<file path="src/rtl/sup_pkg.sv">
package sup_pkg;

   // Counter width able to hold the value n.
   function automatic int unsigned cnt_width(input int unsigned n);
      return (n < 2) ? 1 : $clog2(n + 1);
   endfunction

   // Qualified request set seen by the hold stage.
   typedef struct packed {
      logic pwr;
      logic btn;
      logic wdog;
   } req_set_t;

endpackage

</file>
<file path="src/rtl/sup_sync.sv">
module sup_sync #(
   parameter int unsigned STAGES   = 2,
   parameter bit          IDLE_VAL = 1'b0
) (
   input  logic clk,
   input  logic rst,
   input  logic d_async,
   output logic q_sync
);

   if (STAGES < 1) begin : g_bad_stages
      $error("sup_sync: STAGES must be at least 1");
   end

   if (STAGES == 1) begin : g_single
      logic ff;
      always_ff @(posedge clk) begin
         if (rst) ff <= IDLE_VAL;
         else     ff <= d_async;
      end
      assign q_sync = ff;
   end else begin : g_chain
      logic [STAGES-1:0] chain;
      always_ff @(posedge clk) begin
         if (rst) chain <= {STAGES{IDLE_VAL}};
         else     chain <= {chain[STAGES-2:0], d_async};
      end
      assign q_sync = chain[STAGES-1];
   end

endmodule

</file>
<file path="src/rtl/sup_tick_qual.sv">
module sup_tick_qual #(
   parameter int unsigned THRESH     = 21,
   parameter bit          ACTIVE_LOW = 1'b0
) (
   input  logic clk,
   input  logic rst,
   input  logic tick_i,
   input  logic level_i,
   output logic qual_o
);
   import sup_pkg::*;

   localparam int unsigned CW = cnt_width(THRESH);
   localparam logic [CW-1:0] THR_C = CW'(THRESH);

   if (THRESH < 1) begin : g_bad_thresh
      $error("sup_tick_qual: THRESH must be at least 1");
   end

   logic act;
   if (ACTIVE_LOW) begin : g_low
      assign act = ~level_i;
   end else begin : g_high
      assign act = level_i;
   end

   logic [CW-1:0] cnt;
   always_ff @(posedge clk) begin
      if (rst || !act)                 cnt <= '0;
      else if (tick_i && cnt != THR_C) cnt <= cnt + 1'b1;
   end

   assign qual_o = (cnt == THR_C);

   // a request only becomes qualified on a timebase tick
   assert_qual_on_tick_R5: assert property (@(posedge clk) disable iff (rst)
      $rose(qual_o) |-> $past(tick_i) && $past(act));

   // qualification is dropped as soon as the level goes inactive
   assert_drop_when_idle_R8: assert property (@(posedge clk) disable iff (rst)
      !act |=> !qual_o);

endmodule

</file>
<file path="src/rtl/sup_hold.sv">
module sup_hold #(
   parameter int unsigned HOLD_TICKS = 250
) (
   input  logic clk,
   input  logic rst,
   input  logic tick_i,
   input  logic req_i,
   output logic busy_o
);
   import sup_pkg::*;

   // One spare tick so the hold lasts at least HOLD_TICKS full periods.
   localparam int unsigned RELOAD = HOLD_TICKS + 1;
   localparam int unsigned CW     = cnt_width(RELOAD);
   localparam logic [CW-1:0] RELOAD_C = CW'(RELOAD);

   if (HOLD_TICKS < 1) begin : g_bad_hold
      $error("sup_hold: HOLD_TICKS must be at least 1");
   end

   logic [CW-1:0] cnt;
   always_ff @(posedge clk) begin
      if (rst || req_i)               cnt <= RELOAD_C;
      else if (tick_i && cnt != '0)   cnt <= cnt - 1'b1;
   end

   assign busy_o = (cnt != '0);

   // hold ends only on a tick with no pending request
   assert_end_on_tick_R3: assert property (@(posedge clk) disable iff (rst)
      $fell(busy_o) |-> $past(tick_i) && !$past(req_i));

   // a request always leaves the counter running
   assert_req_restarts_R4: assert property (@(posedge clk) disable iff (rst)
      req_i |=> busy_o);

endmodule

</file>
<file path="src/rtl/sup_reset_stretch.sv">
module sup_reset_stretch #(
   parameter int unsigned SYNC_STAGES  = 2,
   parameter int unsigned BTN_QUAL_MS  = 20,
   parameter int unsigned PF_GLITCH_US = 2,
   parameter int unsigned HOLD_MS      = 250
) (
   input  logic clk,
   input  logic rst,
   input  logic tick_ms,
   input  logic tick_us,
   input  logic pwr_fail,
   input  logic btn_n,
   input  logic wdog_to,
   output logic sys_rst,
   output logic sys_rst_n,
   output logic rst_active
);
   import sup_pkg::*;

   // Thresholds are one above the rejected duration, so a level that
   // spans exactly the rejected number of ticks is never accepted.
   localparam int unsigned BTN_THRESH = BTN_QUAL_MS + 1;
   localparam int unsigned PF_THRESH  = PF_GLITCH_US + 1;

   if (SYNC_STAGES < 2) begin : g_bad_sync
      $error("sup_reset_stretch: SYNC_STAGES must be at least 2");
   end

   logic pf_s, btn_s;

   sup_sync #(.STAGES(SYNC_STAGES), .IDLE_VAL(1'b0)) u_pf_sync (
      .clk(clk), .rst(rst), .d_async(pwr_fail), .q_sync(pf_s));

   sup_sync #(.STAGES(SYNC_STAGES), .IDLE_VAL(1'b1)) u_btn_sync (
      .clk(clk), .rst(rst), .d_async(btn_n), .q_sync(btn_s));

   req_set_t req;

   sup_tick_qual #(.THRESH(PF_THRESH), .ACTIVE_LOW(1'b0)) u_pf_qual (
      .clk(clk), .rst(rst), .tick_i(tick_us), .level_i(pf_s),
      .qual_o(req.pwr));

   sup_tick_qual #(.THRESH(BTN_THRESH), .ACTIVE_LOW(1'b1)) u_btn_qual (
      .clk(clk), .rst(rst), .tick_i(tick_ms), .level_i(btn_s),
      .qual_o(req.btn));

   assign req.wdog = wdog_to;

   logic req_any;
   assign req_any = |req;

   logic hold_busy;
   sup_hold #(.HOLD_TICKS(HOLD_MS)) u_hold (
      .clk(clk), .rst(rst), .tick_i(tick_ms), .req_i(req_any),
      .busy_o(hold_busy));

   // Separate flops for each polarity and the status line.
   logic rst_hi_q, rst_lo_q, active_q;
   always_ff @(posedge clk) begin
      if (rst) begin
         rst_hi_q <= 1'b1;
         rst_lo_q <= 1'b0;
         active_q <= 1'b0;
      end else begin
         rst_hi_q <= req_any | hold_busy;
         rst_lo_q <= ~(req_any | hold_busy);
         active_q <= req_any;
      end
   end

   assign sys_rst    = rst_hi_q;
   assign sys_rst_n  = rst_lo_q;
   assign rst_active = active_q;

   assert_complement_R9: assert property (@(posedge clk) disable iff (rst)
      rst_hi_q != rst_lo_q);

   assert_status_in_reset_R10: assert property (@(posedge clk) disable iff (rst)
      active_q |-> rst_hi_q);

   assert_wdog_resets_R7: assert property (@(posedge clk) disable iff (rst)
      wdog_to |=> rst_hi_q);

endmodule

</file>
<file path="config.mk">
export PLATFORM = sky130hd
export DESIGN_NAME = sup_reset_stretch
export DESIGN_NICKNAME = d
export VERILOG_FILES = /design/src/rtl/sup_pkg.sv /design/src/rtl/sup_sync.sv /design/src/rtl/sup_tick_qual.sv /design/src/rtl/sup_hold.sv /design/src/rtl/sup_reset_stretch.sv
export SDC_FILE = /design/constraint.sdc
export NUM_CORES = 1
export LEC_CHECK = 0
export BUFFER_PORTS_ARGS = -buffer_cell sky130_fd_sc_hd__buf_2
export CAP_MARGIN = 10
export CORE_MARGIN = 2
export CORE_UTILIZATION = 30
export CTS_BUF_LIST = sky130_fd_sc_hd__clkbuf_4
export DETAILED_ROUTE_END_ITERATION = 10
export GPL_ROUTABILITY_DRIVEN = 0
export PLACE_DENSITY = 0.49
export SYNTH_ARGS = -nofsm -noshare
export SYNTH_HDL_FRONTEND = slang
export SYNTH_SLANG_ARGS = --single-unit
</file>
<file path="constraint.sdc">
create_clock -name clk -period 1.6 [get_ports clk]
set_input_delay 0.32 -clock clk [delete_from_list [all_inputs] [get_ports clk]]
set_output_delay 0.32 -clock clk [all_outputs]
set_load 0.03 [all_outputs]
</file>
* Word-level counts from Yosys, hierarchy flattened *
Index checks and enable logic that the tools add are counted.

storage, ports and cells
  register bits = 22
  latch bits = 0
  memory bits (writable) = 0
  memory bits (read-only) = 0
  logic and storage cells = 26
  memories kept = 0

operators by class
  $add $sub $neg = 3
  $mul = 0
  divide/modulo/power cells = 0
  order comparisons = 0
  eq/ne operators = 4
  shift operators = 0
  multiplexer cells = 0
  bitwise logic cells = 2
  reduce and logical (&&, ||, !) cells = 9

operators by type and width
  kind                                                                count
  8-bit nonzero test                                                  1
  8-bit by 1-bit subtractor with 8-bit output, second input constant  1
  5-bit by 1-bit adder with 5-bit output, second input constant       1
  5-bit equality test, second input constant                          1
  5-bit inequality test, second input constant                        1
  1-bit logical AND                                                   3
  1-bit logical OR                                                    3
  3-bit OR reduction                                                  1
  2-bit by 1-bit adder with 2-bit output, second input constant       1
  2-bit equality test, second input constant                          1
  2-bit inequality test, second input constant                        1
  1-bit zero test                                                     1
  1-bit NOT                                                           1
  1-bit OR                                                            1

* Depth between registers and ports, before layout *
Gate-level depths: netlist of run 1.

  word-level depth = 4
  gate-level depth with buffers = 6

* By module *
From an unflattened synthesis of run 1, not the netlist that was laid out.

second synthesis, totals
  cells, all modules = 101
  area total of the unflattened synthesis = 989.7 µm²

modules (own cells, without submodules)
  module                       instances  cells each  area each (µm²)
  sup_hold                     1          50          436.7
  sup_tick_qual at u_btn_qual  1          27          260.2
  sup_sync                     2          4           52.6
  sup_tick_qual at u_pf_qual   1          9           98.8
  sup_reset_stretch            1          7           88.8

* Worst setup path before layout of run 1 *
OpenSTA, ideal clock, no wires.

  path type = register to register
  from = register u_pf_qual.cnt[0]
  to = register u_hold.cnt[4]
  data arrival time = 1.538 ns
  path slack = -0.066 ns
  cell stages (with the launch flop) = 6
  path buffers = 1
  cell sequence = dfxtp_1 -> ha_1 -> or3_1 -> clkbuf_1 -> nand2b_4 -> or3b_1

on the way
  longest elaborated chain between the ends = 3

RTL lines
  element                 line                     text
  start, declared         sup_tick_qual.sv:27      logic [CW-1:0] cnt;
  start signal, assigned  sup_tick_qual.sv:30      else if (tick_i && cnt != THR_C) cnt <= cnt + 1'b1;
  2-bit equality test     sup_tick_qual.sv:33      assign qual_o = (cnt == THR_C);
  3-bit OR reduction      sup_reset_stretch.sv:50  assign req_any = |req;
  1-bit logical OR        sup_hold.sv:23           if (rst || req_i) cnt <= RELOAD_C;
  end signal, assigned    sup_hold.sv:24           else if (tick_i && cnt != '0) cnt <= cnt - 1'b1;
  end, declared           sup_hold.sv:21           logic [CW-1:0] cnt;

No other way between the ends.
A chain may end at the register's enable or synchronous reset.

* Worst setup path after layout of run 1 *
  from = register u_hold.cnt[1]
  to = register u_hold.cnt[7]

on the way
  longest elaborated chain between the ends = 2
  elaborated cells on any way between the ends = 3
  those cells by class = 1 x add/sub; 2 x reduce/logical

RTL lines
  element
  branches (longest 2 deep; another with 8-bit by 1-bit subtractor with 8-bit output)

Several ways; the timed one is not identified.

==> results of run 1 <==
-- power by group through the flow --
| stage | clock network (W) | logic (W) | registers [W] |
|---|---|---|---|
| floorplan | 0 | 0.0000321 | 0.000575 |
| global placement | 0 | 0.0000597 | 0.000572 |
| detailed placement | 0 | 0.0000604 | 0.000573 |
| CTS | 0.000274 | 0.0000606 | 0.000561 |
| global route | 0.000291 | 0.0000655 | 0.000562 |
| finish | 0.000258 | 0.0000595 | 0.000560 |
-- placed cells by master (no fill, tap or decap), types with 2 or more instances in the layout --
cell type and n:
nor2b_1 3, ha_1 4, nand3b_1 2, mux2i_1 4, or3_1 5, inv_1 6
buf_4 10, clkbuf_4 3, a21oi_1 6, nor2_1 5, or2_2 3, buf_2 9
nand2_1 3, nor3_1 7, nor3b_1 2, o21ai_0 4, dfxtp_1 22, or4_1 2
-- registers in the layout, indices dropped and copies added (netlist names) --
signal and flops:
sys_rst 1, u_hold.cnt 8, sys_rst_n 1, u_pf_sync.g_chain.chain 2
u_btn_qual.cnt 5, rst_active 1, u_pf_qual.cnt 2, u_btn_sync.g_chain.chain 2
-- layer usage --
layer	track usage [%]	up-vias
met3	4.41	2
met4	2.80	0
li1	-	416
met2	19.0	13
met5	0	-
met1	13.9	361
-- per-stage QoR --
step	hold slack [ps]	area (um2)
6_report	190	1190
5_1_grt	182	1190
4_1_cts	174	1180
3_5_place_dp	400	1150
3_3_place_gp	400	1150
2_1_floorplan	389	997
-- cells in the mapped netlist, types with 2 or more instances --
| cell | count | area (um2) |
|---|---|---|
| nand3b_1 | 2 | 15.0 |
| dfxtp_1 | 22 | 440 |
| or2_2 | 3 | 18.8 |
| inv_1 | 6 | 22.5 |
| mux2i_1 | 4 | 40.0 |
| nor3b_1 | 2 | 15.0 |
| o21ai_0 | 4 | 20.0 |
| ha_1 | 5 | 62.6 |
| a21oi_1 | 6 | 30.0 |
| nor2b_1 | 3 | 18.8 |
| or3_1 | 5 | 31.3 |
| nor2_1 | 5 | 18.8 |
| clkbuf_1 | 2 | 7.51 |
| nand2_1 | 3 | 11.3 |
| nor3_1 | 7 | 35.0 |
| or4_1 | 2 | 15.0 |
-- logic make-up (layout without fill, tap and decap cells) --
group / count (synthesis) / count (layout) / synth area share, %
compound gates: 19 / 19 / 12.6
xor+xnor: 2 / 2 / 1.78
fa+ha+maj: 5 / 5 / 6.35
buf+inv: 8 / 29 / 3.05
flops: 22 / 22 / 44.7
mux: 4 / 4 / 4.07
simple gates: 42 / 42 / 27.4
-- worst max path at each step --
stage | to | slack [ps] | cells after the start
5_1_grt | u_hold.cnt[7] | 2 | 5
3_3_place_gp | u_hold.cnt[5] | 60 | 4
3_5_place_dp | u_hold.cnt[4] | 40 | 5
2_1_floorplan | u_hold.cnt[4] | 30 | 5
4_1_cts | u_hold.cnt[4] | 10 | 5
6_report | u_hold.cnt[7] | 70 | 3
-- final cells by class --
cell class	instances	area, um2	share of cell area [%]
sequential	22	440	37.1
inverter	6	22.5	1.89
clock buffer	3	22.5	1.89
tap	44	55.1	4.63
multi-input combinational	72	524	44.1
timing repair buffer	19	120	10.1
clock inverter	1	3.75	0.316
-- worst max-delay path, cell delays in order, from the launching register on --
cell     delay [ps]
dfxtp_1         350
or4b_4          580
nor4_1          320
mux2i_1         230
==> out/results.txt, run 1 <==
hpwl dp: 1400 um
post-route ant nets: 0
Total Nets Final: 136
number of setup buffers added after CTS: 0
Fillers: 335
Post-Synthesis Cells: 102
clock-pin transition on the worst setup and hold timing paths: 120 ps
routed vias/inst: 4.74
met1 wire length: 904 um
met2 wire len: 866 um
RSZ-0062 raised after global routing: false
Remaining DRCs: 0
final period utilization: 95.8%
DR WL/cell: 11.1 um
Initial DRT Pass Iterations: 2
Syn. warnings: 0
Num CTS Buffers: 3
layout cells sized above 1: 24.4%
clk buf depth: 2
post-CTS resize count: 0
min cycle time layout: 1530 ps
die height: 61.3 um
Antenna Cells: 0
final worst slack: 67.9 ps
Leakage Power: 0.477 nW
Startpoint Class: register
Iter 0 DRT Violations: 12
Slew Limit Fails: 0
Final setup viols: 0
Comb power frac: 6.8%
top routing layer in use: met4
Area Overhead vs Synth: 20.7%
largest net degree at the start of global routing: 13
PnR Total Power: 0.000877 W
Synth async-reset ratio: 0%
r2r endpoint: u_hold.cnt[7]
Yosys cell types: 37
Rel. slew slack: 73.7%
critical path fanouts, max: 5
clock sinks: 22
clock power share: 29.4%
Total GRT Usage: 11.4%
skew final: 3.64 ps
CTS tree: built
Post-synth EDFFs: 0
Core Util, Final: 38.6%
Total Routed Length: 1860 um
worst r2r src: u_hold.cnt[1]
Core Rows: 20
Mapped Nets: 114
Initial Util: 32.0%
mapped cell area: 985 um2
met3 wire length: 72 um
WP data required: 1840 ps
Max rail drop VDD: 0.562 mV
vias in the first global route: 744
number of cells after detailed placement: 163
PwrDens: 738 nW/um2
Hold Path Class: in2reg
Worst EP arrival: 1780 ps
Core Area: 3080 um2
achievable clock frequency: 653 MHz
GRT overflow: 0
die area: 3760 um2
Hold Buf Count CTS: 0
non-filler instance count after layout: 167
Avg Synthesized Cell Area: 9.65 um2
Yosys reg bits: 22
Root Buffer: clkbuf_4
P_sw: 0.000199 W
status: finished, final reports clean
setup tns final: 0 ps
flop2flop setup slack: 70 ps
CP Class: reg2reg
Vias: 792
internal power: 0.000678 W
Worst-Skew Late Latency: 300 ps
die width: 61.3 um
r2r worst-path depth: 3
port bufs: 9
measured slew at the worst slew-check pin: 392 ps
Post-Place Worst Slack: 44.8 ps
first-pass GRT wire length: 3150 um
initial antenna violation count: 0
Worst Hold Launch: btn_n
Main synth FF type: dfxtp_1
H-tree Lvls: 1
Sw Share: 22.7%
Max-cap violations: 0
critical path endpoint category: register
Final Hold Viols: 0
Hold Path Depth: 2
CP startpoint: u_hold.cnt[1]
IO Pins: 10
Reg power frac: 63.9%
register area share after synthesis: 44.7%
Hold EP: u_btn_sync.g_chain.chain[0]
Note: power is estimated with default switching activity, not from simulation.
==> inputs of run 2 (changes only) <==
--- a/config.mk
+++ b/config.mk
@@ -11,7 +11,6 @@
 export CORE_UTILIZATION = 30
 export CTS_BUF_LIST = sky130_fd_sc_hd__clkbuf_4
 export DETAILED_ROUTE_END_ITERATION = 10
-export GPL_ROUTABILITY_DRIVEN = 0
 export PLACE_DENSITY = 0.49
 export SYNTH_ARGS = -nofsm -noshare
 export SYNTH_HDL_FRONTEND = slang
==> constraint.sdc (replaced) <==
create_clock -name clk -period 1.3 [get_ports clk]
set_input_delay 0.26 -clock clk [delete_from_list [all_inputs] [get_ports clk]]
set_output_delay 0.26 -clock clk [all_outputs]
set_load 0.03 [all_outputs]
==> run 2 against run 1 <==
The flow now finishes with violations (setup timing). Design area grew 24%. Wire length grew 19%. Power grew 26%. Setup slack lost 270 ps. Worst hold slack lost 61 ps. Clock-buffer cell count is the same. Combinational power grew 63%. Critical endpoint is now u_hold.cnt[5]. Largest cell class unchanged.
==> out/results.txt, run 2 (synthesis gave the netlist of run 1 again) <==
measured slew at the worst slew-check pin: 340 ps
die width: 61.3 um
Final setup viols: 11
hpwl dp: 1540 um
final worst slack: -201 ps
Max-cap violations: 0
RSZ-0062 raised after global routing: true
Antenna Cells: 0
die area: 3760 um2
Worst path slowest cell: or4b_4
PnR Total Power: 0.00110 W
Slew Limit Fails: 0
max reg flops: 8
Total Nets Final: 152
clock-pin transition on the worst setup and hold timing paths: 120 ps
IO Pins: 10
GRT overflow: 0
Startpoint Class: register
initial antenna violation count: 0
largest net degree at the start of global routing: 13
Hold Path Class: in2reg
crit-path leading delay family: simple AND/OR/NAND/NOR gates
Rel. slew slack: 77.3%
WP data required: 1510 ps
port bufs: 9
failing checks: setup timing
Top reg by flops: u_hold.cnt
Fillers: 316
Remaining DRCs: 0
clock sinks: 22
first-pass GRT wire length: 3750 um
Core Rows: 20
Core Area: 3080 um2
post-route ant nets: 0
Iter 0 DRT Violations: 11
Bufs and invs on worst path: 0
Max rail drop VDD: 0.637 mV
CTS tree: built
RD Place Congestion: 0.740
Total GRT Usage: 13.7%
Worst-Skew Late Latency: 310 ps
PwrDens: 750 nW/um2
worst hold margin: 128 ps
skew final: 4.61 ps
commonest non-fill, non-tap cell in the layout: buf_4
Initial DRT Pass Iterations: 4
worst-path cell chain: or4b_4 > o31a_1 > a211o_1
layout cells sized above 1: 54.0%
Leakage Power: 0.556 nW
DR WL/cell: 12.1 um
Post-Place Worst Slack: -205 ps
H-tree Lvls: 1
Worst EP arrival: 1710 ps
Final Hold Viols: 0
min cycle time layout: 1500 ps
critical path fanouts, max: 3
final period utilization: 115%
achievable clock frequency: 666 MHz
vias in the first global route: 874
CP Class: reg2reg
Vias: 884
Total Routed Length: 2220 um
Root Buffer: clkbuf_4
Largest regs: u_hold.cnt: 8 flops, u_btn_qual.cnt: 5 flops
die height: 61.3 um
most frequent cells in the layout: buf_4, dfxtp_1, buf_2, dfxtp_2, nor3_1
status: complete, but fails checks
Core Util, Final: 47.7%
Area Overhead vs Synth: 49.2%
max incr delay on CP: 540 ps
Num CTS Buffers: 3
clk buf depth: 2
Initial Util: 32.0%
critical path endpoint category: register
routed vias/inst: 4.83
## run 2: worst reg2reg max path: stages (launching register included)
cell and delay (ps):
dfxtp_2 350, or4b_4 540, o31a_1 290, a211o_1 220
## run 2: layer usage
layer  vias up  wire [um]  GRT usage [%]
li1        445          -              -
met1       414        927           15.1
met2        19       1150           23.9
met3         6         86           4.62
met4         0         57           5.90
met5         -          0              0
## run 2: where the power goes
| group | switching (W) | internal (W) | total (W) |
|---|---|---|---|
| Combinational | 0.0000466 | 0.0000505 | 0.0000971 |
| Sequential | 0.00000490 | 0.000686 | 0.000690 |
| Clock | 0.000203 | 0.000112 | 0.000315 |
| Total | 0.000254 | 0.000848 | 0.00110 |
## run 2: area by class of cell
cell class / instances / area [um2] / share of cell area (%)
inverters: 6 / 25.0 / 1.70
repair buffers: 35 / 248 / 16.9
flip-flops and latches: 22 / 449 / 30.6
clock buffers: 3 / 22.5 / 1.53
well taps: 44 / 55.1 / 3.75
clock inverters: 1 / 3.75 / 0.256
multi-input cells: 72 / 666 / 45.3
## run 2: stage by stage
| stage | instances | setup TNS [ps] | instance area (um2) |
|---|---|---|---|
| final | 183 | -1270 | 1470 |
| after floorplan | 102 | -949 | 1020 |
| after global routing | 183 | -2010 | 1470 |
| after CTS | 182 | -1220 | 1400 |
| after global placement | 175 | -1150 | 1260 |
| after detailed placement | 175 | -1300 | 1260 |
## run 2: path summary, 6_finish.rpt
path / startpoint / endpoint / slack, ps / depth (start not counted)
worst max-delay path: u_hold.cnt[0] / u_hold.cnt[5] / -200 / 3
worst min-delay path: btn_n / u_btn_sync.g_chain.chain[0] / 130 / 2
worst max register to register: u_hold.cnt[0] / u_hold.cnt[5] / -200 / 3
worst min register to register: u_btn_sync.g_chain.chain[0] / u_btn_sync.g_chain.chain[1] / 440 / 1
## run 2: repair_timing
item                       4_1_cts  5_1_grt
buffers inserted                 3        1
pin swaps                       11        5
gates resized for setup         20       15
hold buffers                     0        0
setup endpoints to repair       12       15
